===== config.mk =====
export PLATFORM = sky130hd
export DESIGN_NAME = wb_narrow_bridge
export DESIGN_NICKNAME = d
export VERILOG_FILES = /design/src/rtl/wbn_pkg.sv /design/src/rtl/wbn_addr_map.sv /design/src/rtl/wbn_slicer.sv /design/src/rtl/wbn_assembler.sv /design/src/rtl/wbn_sequencer.sv /design/src/rtl/wb_narrow_bridge.sv
export SDC_FILE = /design/constraint.sdc
export NUM_CORES = 1
export LEC_CHECK = 0
export BUFFER_PORTS_ARGS = -buffer_cell sky130_fd_sc_hd__buf_2
export CORE_MARGIN = 2
export CORE_UTILIZATION = 45
export CTS_CLUSTER_DIAMETER = 150
export DETAILED_ROUTE_END_ITERATION = 8
export GPL_TIMING_DRIVEN = 1
export MAX_ROUTING_LAYER = met4
export PLACE_DENSITY_LB_ADDON = 0.1
export SLEW_MARGIN = 0
export SYNTH_ARGS = -nofsm -noshare
export SYNTH_HDL_FRONTEND = slang
export SYNTH_SLANG_ARGS = --single-unit

===== constraint.sdc =====
create_clock -name clk -period 1.9 [get_ports clk]
set_input_delay 0.19 -clock clk [delete_from_list [all_inputs] [get_ports clk]]
set_output_delay 0.19 -clock clk [all_outputs]
set_load 0.005 [all_outputs]

===== src/rtl/wbn_pkg.sv =====
package wbn_pkg;
    typedef enum logic [1:0] {
        ST_IDLE    = 2'd0,
        ST_ISSUE   = 2'd1,
        ST_WAIT_RD = 2'd2,
        ST_ACK     = 2'd3
    } seq_state_e;
endpackage


===== src/rtl/wbn_addr_map.sv =====
// Removes the base word offset and scales the bus word address into port words.
module wbn_addr_map #(
    parameter int ADR_W      = 30,
    parameter int LOG_R      = 2,
    parameter int CNT_W      = 2,
    parameter int BASE_WORDS = 0
) (
    input  logic [ADR_W-1:0]       word_adr,
    input  logic [CNT_W-1:0]       slice,
    output logic [ADR_W+LOG_R-1:0] port_adr
);
    localparam int PADR_W = ADR_W + LOG_R;

    logic [ADR_W-1:0] rel_word;

    always_comb begin
        rel_word = word_adr - ADR_W'(BASE_WORDS);
        port_adr = (PADR_W'(rel_word) << LOG_R) | PADR_W'(slice);
    end
endmodule


===== src/rtl/wbn_slicer.sv =====
// Selects the write slice and its byte mask for the current slice index.
module wbn_slicer #(
    parameter int BUS_DW    = 32,
    parameter int PORT_DW   = 8,
    parameter int RATIO     = 4,
    parameter int CNT_W     = 2,
    parameter bit BYTE_MASK = 1'b1
) (
    input  logic [BUS_DW-1:0]    wdata,
    input  logic [BUS_DW/8-1:0]  sel,
    input  logic [CNT_W-1:0]     slice,
    output logic [PORT_DW-1:0]   slice_data,
    output logic [PORT_DW/8-1:0] slice_mask
);
    localparam int PMW = PORT_DW / 8;

    logic [PORT_DW-1:0] parts [RATIO];
    logic [PMW-1:0]     masks [RATIO];

    for (genvar s = 0; s < RATIO; s++) begin : g_part
        assign parts[s] = wdata[s*PORT_DW +: PORT_DW];
        if (BYTE_MASK) begin : g_sel
            assign masks[s] = sel[s*PMW +: PMW];
        end else begin : g_full
            assign masks[s] = '1;
        end
    end

    assign slice_data = parts[slice];
    assign slice_mask = masks[slice];
endmodule


===== src/rtl/wbn_assembler.sv =====
// Holding register: each returned port word is stored in its slice position.
module wbn_assembler #(
    parameter int BUS_DW  = 32,
    parameter int PORT_DW = 8,
    parameter int RATIO   = 4,
    parameter int CNT_W   = 2
) (
    input  logic               clk,
    input  logic               rst,
    input  logic               capture,
    input  logic [CNT_W-1:0]   slice,
    input  logic [PORT_DW-1:0] rd_data,
    output logic [BUS_DW-1:0]  word
);
    for (genvar s = 0; s < RATIO; s++) begin : g_lane
        logic [PORT_DW-1:0] hold_q;

        always_ff @(posedge clk) begin
            if (rst) begin
                hold_q <= '0;
            end else if (capture && (slice == CNT_W'(s))) begin
                hold_q <= rd_data;
            end
        end

        assign word[s*PORT_DW +: PORT_DW] = hold_q;
    end
endmodule


===== src/rtl/wbn_sequencer.sv =====
// Conversion state machine: latches a bus request and walks the slices.
module wbn_sequencer
    import wbn_pkg::*;
#(
    parameter int ADR_W  = 30,
    parameter int BUS_DW = 32,
    parameter int RATIO  = 4,
    parameter int CNT_W  = 2
) (
    input  logic                clk,
    input  logic                rst,
    input  logic                wb_cyc,
    input  logic                wb_stb,
    input  logic                wb_we,
    input  logic [ADR_W-1:0]    wb_adr,
    input  logic [BUS_DW-1:0]   wb_dat_w,
    input  logic [BUS_DW/8-1:0] wb_sel,
    input  logic                cmd_ready,
    input  logic                rd_valid,
    output logic                cmd_valid,
    output logic                cmd_we,
    output logic                wb_ack,
    output logic                capture,
    output logic [CNT_W-1:0]    slice,
    output logic [ADR_W-1:0]    req_adr,
    output logic [BUS_DW-1:0]   req_dat,
    output logic [BUS_DW/8-1:0] req_sel
);
    localparam logic [CNT_W-1:0] LAST = CNT_W'(RATIO - 1);

    seq_state_e          state_q, state_d;
    logic [CNT_W-1:0]    cnt_q;
    logic                we_q;
    logic [ADR_W-1:0]    adr_q;
    logic [BUS_DW-1:0]   dat_q;
    logic [BUS_DW/8-1:0] sel_q;
    logic                start;
    logic                last;

    assign start = wb_cyc && wb_stb;
    assign last  = (cnt_q == LAST);

    // State register and request/counter datapath.
    always_ff @(posedge clk) begin
        if (rst) begin
            state_q <= ST_IDLE;
            cnt_q   <= '0;
            we_q    <= 1'b0;
            adr_q   <= '0;
            dat_q   <= '0;
            sel_q   <= '0;
        end else begin
            state_q <= state_d;
            unique case (state_q)
                ST_IDLE: begin
                    if (start) begin
                        we_q  <= wb_we;
                        adr_q <= wb_adr;
                        dat_q <= wb_dat_w;
                        sel_q <= wb_sel;
                        cnt_q <= '0;
                    end
                end
                ST_ISSUE: begin
                    if (cmd_ready && we_q && !last) begin
                        cnt_q <= cnt_q + 1'b1;
                    end
                end
                ST_WAIT_RD: begin
                    if (rd_valid && !last) begin
                        cnt_q <= cnt_q + 1'b1;
                    end
                end
                ST_ACK: begin
                    cnt_q <= '0;
                end
                default: begin
                    cnt_q <= '0;
                end
            endcase
        end
    end

    // Transitions: start, next slice, write done, read issued, read next, read done, release.
    always_comb begin
        state_d = state_q;
        unique case (state_q)
            ST_IDLE: begin
                if (start) state_d = ST_ISSUE;
            end
            ST_ISSUE: begin
                if (cmd_ready) begin
                    if (!we_q)     state_d = ST_WAIT_RD;
                    else if (last) state_d = ST_ACK;
                end
            end
            ST_WAIT_RD: begin
                if (rd_valid) state_d = last ? ST_ACK : ST_ISSUE;
            end
            ST_ACK: begin
                state_d = ST_IDLE;
            end
            default: begin
                state_d = ST_IDLE;
            end
        endcase
    end

    // Outputs.
    always_comb begin
        cmd_valid = (state_q == ST_ISSUE);
        wb_ack    = (state_q == ST_ACK);
        capture   = (state_q == ST_WAIT_RD) && rd_valid;
        cmd_we    = we_q;
        slice     = cnt_q;
        req_adr   = adr_q;
        req_dat   = dat_q;
        req_sel   = sel_q;
    end
endmodule


===== src/rtl/wb_narrow_bridge.sv =====
// Wishbone slave to narrow memory command port width down-converter.
module wb_narrow_bridge #(
    parameter int          ADR_W      = 30,
    parameter int          BUS_DW     = 32,
    parameter int          PORT_DW    = 8,
    parameter int unsigned BASE_BYTES = 0,
    parameter bit          BYTE_MASK  = 1'b1,
    localparam int RATIO  = BUS_DW / PORT_DW,
    localparam int LOG_R  = $clog2(RATIO),
    localparam int PADR_W = ADR_W + LOG_R
) (
    input  logic                 clk,
    input  logic                 rst,
    input  logic                 wb_cyc,
    input  logic                 wb_stb,
    input  logic                 wb_we,
    input  logic [ADR_W-1:0]     wb_adr,
    input  logic [BUS_DW-1:0]    wb_dat_w,
    input  logic [BUS_DW/8-1:0]  wb_sel,
    output logic [BUS_DW-1:0]    wb_dat_r,
    output logic                 wb_ack,
    output logic                 cmd_valid,
    input  logic                 cmd_ready,
    output logic                 cmd_we,
    output logic [PADR_W-1:0]    cmd_addr,
    output logic [PORT_DW-1:0]   cmd_wdata,
    output logic [PORT_DW/8-1:0] cmd_wmask,
    input  logic                 rd_valid,
    input  logic [PORT_DW-1:0]   rd_data
);
    localparam int CNT_W      = (LOG_R > 0) ? LOG_R : 1;
    localparam int BASE_WORDS = int'(BASE_BYTES / (BUS_DW / 8));

    if ((PORT_DW > BUS_DW) || (PORT_DW % 8 != 0) || (BUS_DW % PORT_DW != 0)
        || ((1 << LOG_R) != RATIO)) begin : g_bad_cfg
        $error("port width must be a whole-byte power-of-two fraction of the bus width");
    end

    logic                capture;
    logic [CNT_W-1:0]    slice;
    logic [ADR_W-1:0]    req_adr;
    logic [BUS_DW-1:0]   req_dat;
    logic [BUS_DW/8-1:0] req_sel;

    wbn_sequencer #(
        .ADR_W (ADR_W),
        .BUS_DW(BUS_DW),
        .RATIO (RATIO),
        .CNT_W (CNT_W)
    ) u_seq (
        .clk      (clk),
        .rst      (rst),
        .wb_cyc   (wb_cyc),
        .wb_stb   (wb_stb),
        .wb_we    (wb_we),
        .wb_adr   (wb_adr),
        .wb_dat_w (wb_dat_w),
        .wb_sel   (wb_sel),
        .cmd_ready(cmd_ready),
        .rd_valid (rd_valid),
        .cmd_valid(cmd_valid),
        .cmd_we   (cmd_we),
        .wb_ack   (wb_ack),
        .capture  (capture),
        .slice    (slice),
        .req_adr  (req_adr),
        .req_dat  (req_dat),
        .req_sel  (req_sel)
    );

    wbn_addr_map #(
        .ADR_W     (ADR_W),
        .LOG_R     (LOG_R),
        .CNT_W     (CNT_W),
        .BASE_WORDS(BASE_WORDS)
    ) u_map (
        .word_adr(req_adr),
        .slice   (slice),
        .port_adr(cmd_addr)
    );

    wbn_slicer #(
        .BUS_DW   (BUS_DW),
        .PORT_DW  (PORT_DW),
        .RATIO    (RATIO),
        .CNT_W    (CNT_W),
        .BYTE_MASK(BYTE_MASK)
    ) u_slice (
        .wdata     (req_dat),
        .sel       (req_sel),
        .slice     (slice),
        .slice_data(cmd_wdata),
        .slice_mask(cmd_wmask)
    );

    wbn_assembler #(
        .BUS_DW (BUS_DW),
        .PORT_DW(PORT_DW),
        .RATIO  (RATIO),
        .CNT_W  (CNT_W)
    ) u_asm (
        .clk    (clk),
        .rst    (rst),
        .capture(capture),
        .slice  (slice),
        .rd_data(rd_data),
        .word   (wb_dat_r)
    );
endmodule


==> impl_metrics.csv <==
group,metric,value,unit
run_status,status,"finished, final reports clean",
clocking,clkSinkCount,103,
place,port_buffers,156,
sta,slew-limit-headroom,69.3,%
clocking,ctsHtreeMaxLevel,3,
cells_and_area,stdcell_area,5170,um2
sta,slew_violations,0,
critical_path,critPathCaptureType,"output port",
hold_path,worstHoldEndpoint,"u_seq.req_dat[8]",
logic_synthesis,ys_seq_elements,103,
cells_and_area,area_delta_synth_final,26.6,%
sta,fin_crit_sh,94.3,%
sta,period_needed,1.79,ns
pwr,p_leak,2.52,nW
critical_path,crit_start,"u_seq.slice[0]",
global_route,grt_start_max_net_pins,55,
clocking,cts-root-buf,"clkbuf_8",
pwr,p_sw_share,29.3,%
pwr,ir_worst_vdd,535,uV
pwr,p_int,3.64,mW
route,avgRoutedWirePerCell,13.5,um
route,top_layer,"met4",
sta,setup_viol,0,
pwr,p_switching,1.50,mW
pwr,combPwrFrac,22.6,%
logic_synthesis,synth_area_leader_cell,"dfxtp_1",
route,wl_met1,4260,um
route,num_vias,3455,
clocking,cts_setup_buffers,0,
route,drt-pass1-iter-count,6,
logic_synthesis,avgSynthCellArea,9.12,um2
cells_and_area,final_common_cell,"buf_2",
route,wl_met3,662,um
job,drv_cap,0,
sta,rsz0062_at_grt,"no",
die,core_area,8760,um2
logic_synthesis,syn-cell-area,4080,um2
pwr,clkPwrFrac,29.7,%
die,dieArea,9850,um2
global_route,grt_overflow,0,
route,wl_met2,4550,um
route,drc_errors,0,
sta,setup_tns,0,ns
critical_path,worstPathRequired,1.71,ns
cells_and_area,most-common-layout-cells,"buf_2, nand2_1, dfxtp_1, a21oi_1",
die,core.rowCount,34,
die,die_x,99.3,um
global_route,antenna_found_initial,0,
logic_synthesis,synth_seq_area_share,50.5,%
sta,hold_viol_final,0,
hold_path,hp-start,"wb_dat_w[8]",
critical_path,r2r-start,"u_seq.state_q[0]",
cells_and_area,n_fill_cell,866,
critical_path,path_cells,"buf_6, mux4_2, buf_2",
pwr,seqPwrFrac,47.7,%
global_route,grt_pass1_wl,15400,um
die,start_util,46.6,%
clocking,cts_hold_buf,0,
cells_and_area,drive_gt1_share,33.8,%
critical_path,slowest_delay,0.52,ns
place,place_area,4930,um2
critical_path,criticalPathCategory,"flop to output port",
sta,worstMarginPinSlew,0.449,ns
pwr,power_density,995,nW/um2
hold_path,hold_path.class,"input pin to flop",
route,antenna_left,0,
clocking,clk_latency,0.36,ns
sta,max_freq,0.558,GHz
critical_path,worstPathMaxFanout,9,
critical_path,start_kind,"flop",
clocking,cts_buffer_depth,2,
global_route,groute.usage.overall,20.1,%
logic_synthesis,ys_types,30,
clocking,cts_buffers,9,
cells_and_area,fin_nets,683,
critical_path,rr_endpoint,"u_seq.state_q[0]",
die,io_pins,157,
logic_synthesis,yosysWarnings,0,
logic_synthesis,syn_nets,539,
route,drt-initial-drc-count,80,
global_route,grt_pass1_vias,3270,
logic_synthesis,synth.area.top_cells,"dfxtp_1, nand2_1, a21oi_1",
critical_path,r2r_setup_slack,0.16,ns
critical_path,crit_slowest_cell,"mux4_2",
route,vias_per_cell,4.90,
die,die_h,99.3,um
clocking,cts_tree,"yes",
place,hpwl,6720,um
hold_path,worstHoldPathCells,3,
clocking,clk_pin_slew_worst_paths,0.10,ns
place,gp_congestion,0.738,
critical_path,arrival,1.60,ns
route,routed_wl,9520,um
logic_synthesis,synthCells,448,
sta,fin_worst_skew,0.00947,ns
cells_and_area,antennaDiodeCount,0,
critical_path,r2r_cells,6,
logic_synthesis,synth_top_area_share,50.5,%
[critical path, delay by kind of cell (launching register included)]
family / cells / cell delay, ns
buf+inv: 2 / 0.34
flops: 1 / 0.39
mux: 1 / 0.52
[what timing repair did]
item	4_1_cts	5_1_grt
endpoints found under the setup margin	9	36
gates cloned	0	0
gates resized for setup	2	3
endpoints found under the hold margin	0	0
pin swaps	0	0
[stage by stage]
| step | std cells | hold WS [ns] | util, % | total power [mW] | worst slack [ns] |
|---|---|---|---|---|---|
| final | 705 | 0.0549 | 59.0 | 5.14 | 0.108 |
| after global routing | 705 | 0.0303 | 59.0 | 5.46 | 0.0175 |
| after CTS | 705 | 0.0332 | 58.9 | 5.21 | 0.0553 |
| after detailed placement | 689 | 0.437 | 56.3 | 3.66 | 0.128 |
| after global placement | 689 | 0.430 | 56.3 | 3.63 | 0.208 |
| after floorplan | 448 | 0.326 | - | 3.28 | 0.317 |
[layer usage]
layer  GRT usage (%)  vias to the layer above
met5               -                        -
met4            4.32                        0
met3            6.25                        4
met2            31.9                      102
met1            25.3                     1579
li1                -                     1770
[sequential cells by signal (all words and copies together) (netlist names)]
signal / count
u_asm.g_lane.hold_q: 32
u_seq.cmd_we: 1
u_seq.req_adr: 30
u_seq.req_dat: 32
u_seq.req_sel: 4
u_seq.slice: 2
u_seq.state_q: 2
[power by group through the flow]
stage | clock network [mW] | logic [mW] | registers, mW
2_1_floorplan | 0 | 0.796 | 2.48
3_3_place_gp | 0 | 1.14 | 2.49
3_5_place_dp | 0 | 1.16 | 2.50
4_1_cts | 1.59 | 1.17 | 2.45
5_1_grt | 1.67 | 1.31 | 2.48
6_report | 1.53 | 1.16 | 2.45
[worst max path at each step]
stage | end | slack [ns] | cells past startpoint
after global placement | u_seq.state_q[0] | 0.21 | 6
after CTS | cmd_wdata[6] | 0.06 | 3
after global routing | cmd_wdata[6] | 0.02 | 3
after detailed placement | u_seq.state_q[0] | 0.13 | 6
final | cmd_wdata[6] | 0.11 | 3
after floorplan | u_seq.state_q[1] | 0.32 | 7
[cell usage after synthesis]
library cell	count
inv_1	5
mux4_2	9
nor2b_4	1
a211oi_1	2
and2b_4	1
a41o_1	1
nor2_1	32
o31ai_1	1
o21ai_1	1
nand3b_1	1
a21boi_4	1
a2111oi_0	1
nand2_1	135
ha_1	10
nand3_1	2
nor4_4	1
a21oi_1	68
and3_1	1
and3b_1	1
dfxtp_1	103
buf_4	1
nand2b_1	3
buf_1	1
nand3_2	4
mux2i_1	32
buf_6	5
buf_2	9
a221oi_2	1
clkbuf_1	14
nand4_1	1
[final cells by class]
| type | count | area, um2 | share of cell area, % |
|---|---|---|---|
| Clock inverter | 7 | 100 | 1.94 |
| Timing Repair Buffer | 163 | 877 | 17.0 |
| Clock buffer | 9 | 124 | 2.40 |
| Inverter | 5 | 18.8 | 0.363 |
| Multi-Input combinational cell | 310 | 1850 | 35.8 |
| Sequential cell | 103 | 2070 | 40.0 |
| Tap cell | 108 | 135 | 2.61 |
[cells by family (layout without fill, tap and decap cells)]
| logic type | count (synthesis) | after routing | share of synthesized area (%) |
|---|---|---|---|
| muxes | 41 | 41 | 12.8 |
| buffers and inverters | 35 | 184 | 4.50 |
| AOI/OAI and AO/OA | 76 | 76 | 10.3 |
| DFF | 103 | 103 | 50.5 |
| adders and majority gates | 10 | 10 | 3.06 |
| and+or+nand+nor | 183 | 183 | 18.8 |
(Power assumes the default switching activity.)
